[src/rtl/mux_bus_engine.sv]
module mux_bus_engine #(
  parameter int T_SETUP  = 2,
  parameter int T_STROBE = 2,
  parameter int T_HOLD   = 2
) (
  input  logic       clk,
  input  logic       rst_n,
  input  logic       start,
  input  logic       rd_not_wr,
  input  logic [7:0] addr_in,
  input  logic [7:0] wdata,
  output logic       done,
  output logic       busy,
  output logic [7:0] rdata,
  output logic [7:0] bus_o,
  output logic       bus_oe,
  input  logic [7:0] bus_i,
  output logic       ale,
  output logic       cs_n,
  output logic       rd_n,
  output logic       wr_n
);
  localparam int TMAX = (T_SETUP > T_STROBE) ? ((T_SETUP > T_HOLD) ? T_SETUP : T_HOLD)
                                             : ((T_STROBE > T_HOLD) ? T_STROBE : T_HOLD);
  localparam int CW = (TMAX > 1) ? $clog2(TMAX) : 1;

  typedef enum logic [2:0] {IDLE, ADDR, AHLD, STRB, DHLD, FIN} state_t;

  state_t        st, st_nx;
  logic [CW-1:0] cnt;
  logic [CW-1:0] lim;
  logic          rw_q;
  logic [7:0]    a_q, d_q;
  logic          last;

  always_comb begin
    case (st)
      ADDR:    lim = CW'(T_SETUP - 1);
      STRB:    lim = CW'(T_STROBE - 1);
      default: lim = CW'(T_HOLD - 1);
    endcase
  end

  assign last = (cnt == lim);

  always_comb begin
    st_nx = st;
    case (st)
      IDLE: if (start) st_nx = ADDR;
      ADDR: if (last) st_nx = AHLD;
      AHLD: if (last) st_nx = STRB;
      STRB: if (last) st_nx = DHLD;
      DHLD: if (last) st_nx = FIN;
      default: st_nx = IDLE;
    endcase
  end

  always_ff @(posedge clk or negedge rst_n) begin
    if (!rst_n) begin
      st    <= IDLE;
      cnt   <= '0;
      rw_q  <= 1'b0;
      a_q   <= '0;
      d_q   <= '0;
      rdata <= '0;
    end else begin
      st <= st_nx;
      if (st_nx != st) cnt <= '0;
      else if (st != IDLE && st != FIN) cnt <= cnt + 1'b1;
      if (st == IDLE && start) begin
        rw_q <= rd_not_wr;
        a_q  <= addr_in;
        d_q  <= wdata;
      end
      if (st == STRB && last && rw_q) rdata <= bus_i;
    end
  end

  assign busy   = (st != IDLE);
  assign done   = (st == FIN);
  assign cs_n   = (st == IDLE) || (st == FIN);
  assign ale    = (st == ADDR);
  assign rd_n   = !(st == STRB && rw_q);
  assign wr_n   = !(st == STRB && !rw_q);
  assign bus_oe = (st == ADDR) || (st == AHLD) || (!rw_q && (st == STRB || st == DHLD));
  assign bus_o  = !bus_oe ? 8'h00 : ((st == ADDR || st == AHLD) ? a_q : d_q);


  rd_no_drive_chk: assert property (@(posedge clk) disable iff (!rst_n) !rd_n |-> !bus_oe);

  strobe_excl_chk: assert property (@(posedge clk) disable iff (!rst_n) !(!rd_n && !wr_n));

  done_single_chk: assert property (@(posedge clk) disable iff (!rst_n) done |=> !done && !busy);

  done_deselect_chk: assert property (@(posedge clk) disable iff (!rst_n) done |-> cs_n && !bus_oe);

  latch_fall_chk: assert property (@(posedge clk) disable iff (!rst_n) $fell(ale) |-> !cs_n && bus_oe);

  rdata_src_chk: assert property (@(posedge clk) disable iff (!rst_n) (rdata != $past(rdata)) |-> $past(!rd_n));

  start_idle_chk: assert property (@(posedge clk) disable iff (!rst_n) (start && !busy) |=> busy && ale);
endmodule

[config.mk]
export PLATFORM = sky130hd
export DESIGN_NAME = mux_bus_engine
export DESIGN_NICKNAME = d
export VERILOG_FILES = /design/src/rtl/mux_bus_engine.sv
export SDC_FILE = /design/constraint.sdc
export NUM_CORES = 1
export LEC_CHECK = 0
export BUFFER_PORTS_ARGS = -buffer_cell sky130_fd_sc_hd__buf_2
export CORE_MARGIN = 8
export CORE_UTILIZATION = 52
export CTS_BUF_LIST = sky130_fd_sc_hd__clkbuf_8
export DETAILED_ROUTE_END_ITERATION = 6
export MAX_ROUTING_LAYER = met4
export PLACE_DENSITY = 0.94
export SYNTH_ARGS = -nofsm -noshare
export SYNTH_HDL_FRONTEND = slang
export SYNTH_SLANG_ARGS = --single-unit
[constraint.sdc]
create_clock -name clk -period 1.9 [get_ports clk]
set_clock_uncertainty 0.2 [all_clocks]
set_input_delay 0.19 -clock clk [delete_from_list [all_inputs] [get_ports clk]]
set_output_delay 0.19 -clock clk [all_outputs]
set_load 0.1 [all_outputs]
==> results.md, run 1 <==
* Post-synth ARST share at between 90% and 100%
* Worst endpoint pin kind: primary output
* Area share of the largest cell type after synthesis at approximately 48%
* #FFs+latches synth at 29
* CTS Sinks at 29
* I/O Buffers at 50
* Setup Fix Bufs, Post-CTS at 0
* Post-synth EDFFs at 0
* Initial antenna violation count at 1
* Clock tree buffer depth at 2
* Post-synth top flop: dfrtp_1
* Avg Cell Area, Syn at 11.8 sq um
* Largest net degree at the start of global routing at 30
* HPWL after DPL at between 3000 and 4000 um
* Placed Cells incl. Taps at approximately 210
* Gate Count Post-Synth at 129
* Outcome: did not finish
* First Err: [ERROR DPL-0033] detailed placement checks failed during check placement.
* Stage reached: global routing (5_1_grt)
* Clock Root Buffer: clkbuf_8
* Initial Util at between 50 and 60%
* Yosys warnings at 0
* Register area share after synthesis at between 40% and 50%
* Synth Cell Area at between 0.0015 and 0.002 sq mm
* Largest cells by area after synthesis: dfrtp_1 48%, mux2_2 11%, mux2_4 9.8%, a32oi_1 4.6%, nor2b_1 4.1%
* GRT worst endpoint: bus_o[5]
* Post-Place Worst Slack at ~29 ps
* Final GP Congestion at a little over 0.8
* Die width at between 70 and 80 um
* Synth cell types at 28
* Rows at 19
* Syn nets at 157
* H-tree levels at 2
* Die Y at 70.2 um
* IO Pins at between 50 and 60
* Largest area contributor in the netlist: dfrtp_1
* Cts bufs inserted at 5
==> per-stage QoR <==
| step | TNS [ps] | area [sq um] | utilization [%] |
|---|---|---|---|
| after floorplan | -1030 | 1640 | - |
| after global placement | 0 | 2150 | 77.5 |
| after detailed placement | 0 | 2150 | 77.5 |
| after CTS | -1100 | 2640 | 94.9 |
==> logic make-up after synthesis <==
logic type,after synthesis,share of synthesized area (%)
and+or+nand+nor,32,13.7
AOI/OAI and AO/OA,31,13.0
DFF,29,47.6
muxes,25,20.9
buffers and inverters,11,4.18
xor gates and xnor gates,1,0.574
==> cell usage after synthesis (2+ instances only) <==
| cell type | instances |
|---|---|
| nor2b_1 | 10 |
| dfrtp_1 | 29 |
| mux2_2 | 15 |
| nor2_1 | 7 |
| nand2_1 | 3 |
| nand3_1 | 2 |
| clkbuf_1 | 2 |
| a32oi_1 | 8 |
| buf_2 | 5 |
| o21ai_0 | 10 |
| nand3b_1 | 2 |
| a21oi_1 | 9 |
| mux2_4 | 10 |
| nand2b_1 | 2 |
| inv_1 | 2 |
==> timing repair <==
item	in CTS
resized for setup	29
setup endpoints to repair	12
hold buffers	26
pin swaps	3
cloned	1
endpoints found under the hold margin	54
==> run 2: changes to the inputs <==
--- a/config.mk
+++ b/config.mk
@@ -7,11 +7,9 @@
 export LEC_CHECK = 0
 export BUFFER_PORTS_ARGS = -buffer_cell sky130_fd_sc_hd__buf_2
 export CORE_MARGIN = 8
-export CORE_UTILIZATION = 52
-export CTS_BUF_LIST = sky130_fd_sc_hd__clkbuf_8
+export CORE_UTILIZATION = 40
 export DETAILED_ROUTE_END_ITERATION = 6
-export MAX_ROUTING_LAYER = met4
-export PLACE_DENSITY = 0.94
+export PLACE_DENSITY_LB_ADDON = 0.15
 export SYNTH_ARGS = -nofsm -noshare
 export SYNTH_HDL_FRONTEND = slang
 export SYNTH_SLANG_ARGS = --single-unit
==> run 2 against run 1 <==
Compared with the run above:
- the flow now finishes, with violations (setup timing)
- synthesized cell count did not move
- synthesized area did not move
==> results.md, run 2 <==
* Gate Count Post-Synth at 129
* Worst skew pair latency at 280 ps
* Endpoint class of the critical path: output pin
* Crit Path Category: reg2out
* Area share of the largest cell type after synthesis at around 48%
* Slew Limit Fails at 0
* Syn nets at ~160
* Hold_ws at between 150 and 200 ps
* RSZ-0062 raised after global routing: yes
* Count leader, synth: dfrtp_1
* Largest net degree at the start of global routing at 30
* Clock Root Buffer: clkbuf_8
* Layout cells sized above 1 at about three fifths
* Starting DRT DRC Count at about 80
* Most common cell after layout, fill and taps aside: buf_2
* Hold path cells at 4
* Outcome: finished with violations
* I/O Buffers at 50
* Routed length per instance at about 17 um
* Post-synth top flop: dfrtp_1
* Synth-to-layout area growth at 80.6%
* Tcrit/Tclk final at 105%
* Arr. time, crit path at 1610 ps
* Worst Tran Pin Value at between 600 and 700 ps
* Regs by FF count: a_q (8), d_q (8), rdata (8)
* Clk slew on worst S/H paths at 70 ps
* Routed vias at between 1k and 1.5k
* Rows at 22
* Antenna viol nets, final at 0
* Max stage delay on crit path at between 400 and 500 ps
* Register area share after synthesis at between 40 and 50%
* CTS tree: built
* Top cells by count, synth: 29 x dfrtp_1, 15 x mux2_2, 10 x mux2_4, 10 x nor2b_1, 10 x o21ai_0
* Max Clk Rate at approximately 500 MHz
* Post-synth EDFFs at 0
* Vias in the first global route at roughly 1.5k
* Die width at approximately 78 um
* Cts bufs inserted at 5
* Failing checks: setup timing
* Required time of the worst setup path at between 1500 and 2000 ps
* Worst-path cell with the longest stage delay: dfrtp_2
* Final WL at between 4000 and 5000 um
* Avg Cell Area, Syn at about 12 sq um
* Vias per std cell at between 5 and 6
* H-tree levels at 2
* Yosys warnings at 0
* #FFs+latches synth at 29
* Total global-route track usage at roughly 15%
* WP depth at 5
* IO Pins at 51
* Initial Util at 41.7%
* Max-cap check violation count at 0
* Largest cells by area after synthesis: dfrtp_1 48%, mux2_2 11%, mux2_4 9.8%, a32oi_1 4.6%, nor2b_1 4.1%
* R2R cell count at 5
* Post-synth ARST share at between 90% and 100%
* CTS Sinks at 29
* Min Tclk post-route at approximately 2000 ps
* Drt pass-1 iters at 4
* First-pass GRT wire length at slightly above 7000 um
* Remaining DRCs at 0
* Most frequent cells in the layout: 35 x buf_2, 27 x dfrtp_1, 26 x dlygate4sd3_1
* CP max FO at 6
* Worst path top cell family by delay: flip-flops
* Crit path launch type: flip-flop
* GRT overflow at 0
* Final nets at 248
* Worst path bufs/invs at 2
* Largest area contributor in the netlist: dfrtp_1
* Slew HR at between 50 and 60%
* Core area at approximately 0.0037 sq mm
* Die Y at between 70 and 80 um
* CP Cell Sequence: nor4b_4 -> buf_6 -> a32oi_2 -> o21ai_4 -> buf_12
* Final GP Congestion at between 0.7 and 0.8
* Final setup margin at -95.1 ps
* Initial antenna violation count at 0
* Synth cell types at 28
* Final setup viols at 10
* Die ar. at slightly above 0.006 sq mm
* Clock tree buffer depth at 2
* Min-delay worst type: in2reg
* HPWL after DPL at between 2000 and 3000 um
* Synth Cell Area at 0.00153 sq mm
* Diodes inserted at 0
* Final Hold Violating Endpoints at 0
==> run 2: cell counts after synthesis <==
No cell type changed its count.
==> run 2: what timing repair did <==
action / CTS / global route
endpoints found under the hold margin: 54 / 0
setup buffers: 3 / 2
hold buffers: 26 / 0
cloned: 0 / 1
gates resized for setup: 20 / 12
setup endpoints to repair: 16 / 20
pin swaps: 8 / 3
==> run 2: routing by layer <==
layer | vias up | part of all wire, % | track usage (%)
met4 | 0 | 1.1 | 5.09
li1 | 649 | - | -
met2 | 39 | 51 | 24.7
met1 | 668 | 44 | 17.4
met5 | - | 0 | 0
met3 | 6 | 4.2 | 4.38
==> run 2: through the flow <==
| step | area [sq um] | util, % | worst slack, ps | cells | TNS, ps |
|---|---|---|---|---|---|
| global placement | 2190 | 59.8 | -20.5 | 229 | -132 |
| detailed placement | 2190 | 59.8 | -82.1 | 229 | -493 |
| global route | 2750 | 75.2 | -176 | 269 | -1510 |
| CTS | 2690 | 73.5 | -111 | 266 | -824 |
| floorplan | 1640 | - | -108 | 129 | -1030 |
| finish | 2750 | 75.2 | -95.1 | 269 | -719 |
==> run 2: final timing paths <==
check / slack (ps) / startpoint / to
min in group asynchronous: 280 / rst_n / d_q[1]$_DFFE_PN0P_
worst max register to register: 0 / st[2]$_DFF_PN0_ / a_q[3]$_DFFE_PN0P_
worst min-delay path: 180 / start / st[0]$_DFF_PN0_
worst min register to register: 300 / rdata[7]$_DFFE_PN0P_ / rdata[7]$_DFFE_PN0P_
worst max-delay path: -100 / st[0]$_DFF_PN0_ / bus_o[5]
max in group asynchronous: 760 / rst_n / st[1]$_DFF_PN0_
==> run 2: kinds of logic (layout without fill, tap and decap cells) <==
kind of cell / count (synthesis) / after routing / synth area share (%)
buffers and inverters: 11 / 103 / 4.18
AOI/OAI and AO/OA: 31 / 31 / 13.0
muxes: 25 / 25 / 20.9
xor gates and xnor gates: 1 / 1 / 0.574
DFF: 29 / 29 / 47.6
and+or+nand+nor: 32 / 32 / 13.7
==> run 2: worst reg2reg max path, cell delays in order, from the launching register on <==
cell and delay (ps):
dfrtp_1 410, buf_6 130, or3_4 420, nor2_8 150, buf_4 160, mux2_2 320
==> run 2: final cells by class <==
type,count,area (sq um)
multi-input combinational,89,961
clock buffer,5,68.8
fill,229,907
tap,48,60.1
sequential,29,728
inverter,2,7.51
clock inverter,3,17.5
timing repair buffer,93,911
Power of run 2 is not shown: default switching activity piles up to over one toggle a cycle in this logic, so the estimate is an artifact.
==> run 3: changes to the inputs <==
--- a/config.mk
+++ b/config.mk
@@ -6,10 +6,10 @@
 export NUM_CORES = 1
 export LEC_CHECK = 0
 export BUFFER_PORTS_ARGS = -buffer_cell sky130_fd_sc_hd__buf_2
-export CORE_MARGIN = 8
 export CORE_UTILIZATION = 40
 export DETAILED_ROUTE_END_ITERATION = 6
 export PLACE_DENSITY_LB_ADDON = 0.15
+export SLEW_MARGIN = 20
 export SYNTH_ARGS = -nofsm -noshare
 export SYNTH_HDL_FRONTEND = slang
 export SYNTH_SLANG_ARGS = --single-unit
==> run 3 against run 2 <==
Compared with the run above:
- the flow still finishes with violations (setup timing)
- setup slack lost 20 ps
- register-to-register slack improved by 30 ps
- non-clock buffer count is 2 lower
- via count is 1.1% lower
- die area is 33% lower
- hold slack worse by 13 ps
==> results.md, run 3 (synthesis gave the netlist of run 2 again) <==
* Outcome: finished with violations
* Failing checks: setup timing
* Worst-path cell with the longest stage delay: dfrtp_2
* Largest net degree at the start of global routing at 30
* GRT overflow at 0
* Worst path bufs/invs at 2
* Initial antenna violation count at 0
* Endpoint class of the critical path: output pin
* I/O Buffers at 50
* Initial Util at a little over two fifths
* R2R cell count at 4
* CTS tree: built
* Setup TNS at -929 ps
* Vias per std cell at roughly 5.0
* Worst skew pair latency at roughly 280 ps
* Final GP Congestion at ~0.72
* Hold endpoint: st[0]$_DFF_PN0_
* Max-cap check violation count at 0
* Final Hold Violating Endpoints at 0
* Hold path cells at 4
* Die width at between 60 and 70 um
* Placed Cells incl. Taps at ~230
* Max stage delay on crit path at approximately 440 ps
* CTS Sinks at 29
* Hold_sp: start
* CP Cell Sequence: nor4b_4 -> buf_4 -> a32oi_2 -> o21ai_4 -> buf_12
* Crit path launch type: flip-flop
* Post-Place Worst Slack at about 19 ps
* HPWL after DPL at between 2000 and 2500 um
* Clk slew on worst S/H paths at 60 ps
* Diodes inserted at 0
* H-tree levels at 2
* Crit Path Category: reg2out
* Regs by FF count: a_q (8), d_q (8), rdata (8)
* Final setup viols at 10
* FF-to-FF Start: st[0]$_DFF_PN0_
* Worst r2r dst: a_q[0]$_DFFE_PN0P_
* Die ar. at 0.00406 sq mm
* Slew Limit Fails at 0
* Required time of the worst setup path at roughly 1500 ps
* Cts bufs inserted at 5
* Synth-to-layout area growth at 78.2%
* Register-to-register setup slack at about 30 ps
* Final WL at around 3800 um
* Routed length per instance at approximately 14 um
* Routed vias at between 1k and 1.5k
* Die Y at 63.8 um
* Worst Tran Pin Value at about 650 ps
* First-pass GRT wire length at about 6800 um
* Most frequent cells in the layout: 35 x buf_2, 26 x dfrtp_1, 26 x dlygate4sd3_1
* Vias in the first global route at about 1.5k
* IO Pins at 51
* Clock Root Buffer: clkbuf_8
* Min-delay worst type: in2reg
* Tcrit/Tclk final at 106%
* Clock tree buffer depth at 2
* Min Tclk post-route at 2020 ps
* Most common cell after layout, fill and taps aside: buf_2
* RSZ-0062 raised after global routing: yes
* Max Clk Rate at slightly below 500 MHz
* Drt pass-1 iters at 3
* Layout Cells excl Fill at 267
* Final setup margin at -115 ps
* Slew HR at between 50% and 60%
* Final nets at about 250
* Antenna viol nets, final at 0
* Arr. time, crit path at around 1600 ps
* Total global-route track usage at a little over a fifth
* Rows at 22
* Core area at 0.00366 sq mm
* Layout cells sized above 1 at 58.9%
* Remaining DRCs at 0
* Starting DRT DRC Count at 47
* Worst path top cell family by delay: flip-flops
* CP max FO at 4
==> run 3: routing by layer <==
metal / GRT usage [%] / part of all wire [%] / up-vias
li1: - / - / 648
met1: 25.8 / 43 / 657
met2: 37.4 / 52 / 33
met3: 5.18 / 3.4 / 9
met4: 8.52 / 1.4 / 0
met5: 0 / 0 / -
==> run 3: worst max path at each step <==
stage                         end  slack [ps]  cells after the start             from
2_1_floorplan            bus_o[0]        -110                      4  st[1]$_DFF_PN0_
3_3_place_gp   a_q[1]$_DFFE_PN0P_          80                      3  st[2]$_DFF_PN0_
3_5_place_dp   a_q[2]$_DFFE_PN0P_          20                      3  st[2]$_DFF_PN0_
4_1_cts                  bus_o[5]        -110                      5  st[1]$_DFF_PN0_
5_1_grt                  bus_o[5]        -160                      5  st[1]$_DFF_PN0_
6_report                 bus_o[7]        -120                      5  st[1]$_DFF_PN0_
==> run 3: worst min-delay path: stages <==
cell and delay (ps):
buf_2 100, nand2b_1 60, a21oi_1 110, a32o_1 150
==> run 3: per-stage QoR <==
stage / hold WS, ps / util, % / instance area (sq um)
global route: 195 / 74.2 / 2720
global placement: 52.2 / 60.2 / 2200
detailed placement: 63.4 / 60.2 / 2200
CTS: 176 / 73.3 / 2690
floorplan: -306 / - / 1640
finish: 170 / 74.2 / 2720
==> run 3: layout make-up <==
cell class	count	area [sq um]
Clock buffer	7	86.3
Clock inverter	1	30.0
Fill cell	235	943
Inverter	2	7.51
Multi-Input combinational cell	89	932
Sequential cell	29	729
Tap cell	48	60.1
Timing Repair Buffer	91	872
==> run 3: what timing repair did <==
item / 4_1_cts / 5_1_grt
gates resized for setup: 21 / 2
pin swaps: 2 / 1
setup buffers: 0 / 2
hold endpoints to repair: 54 / 0
hold buffers: 26 / 0
endpoints found under the setup margin: 11 / 39
Power of run 3 is left out for the same reason.
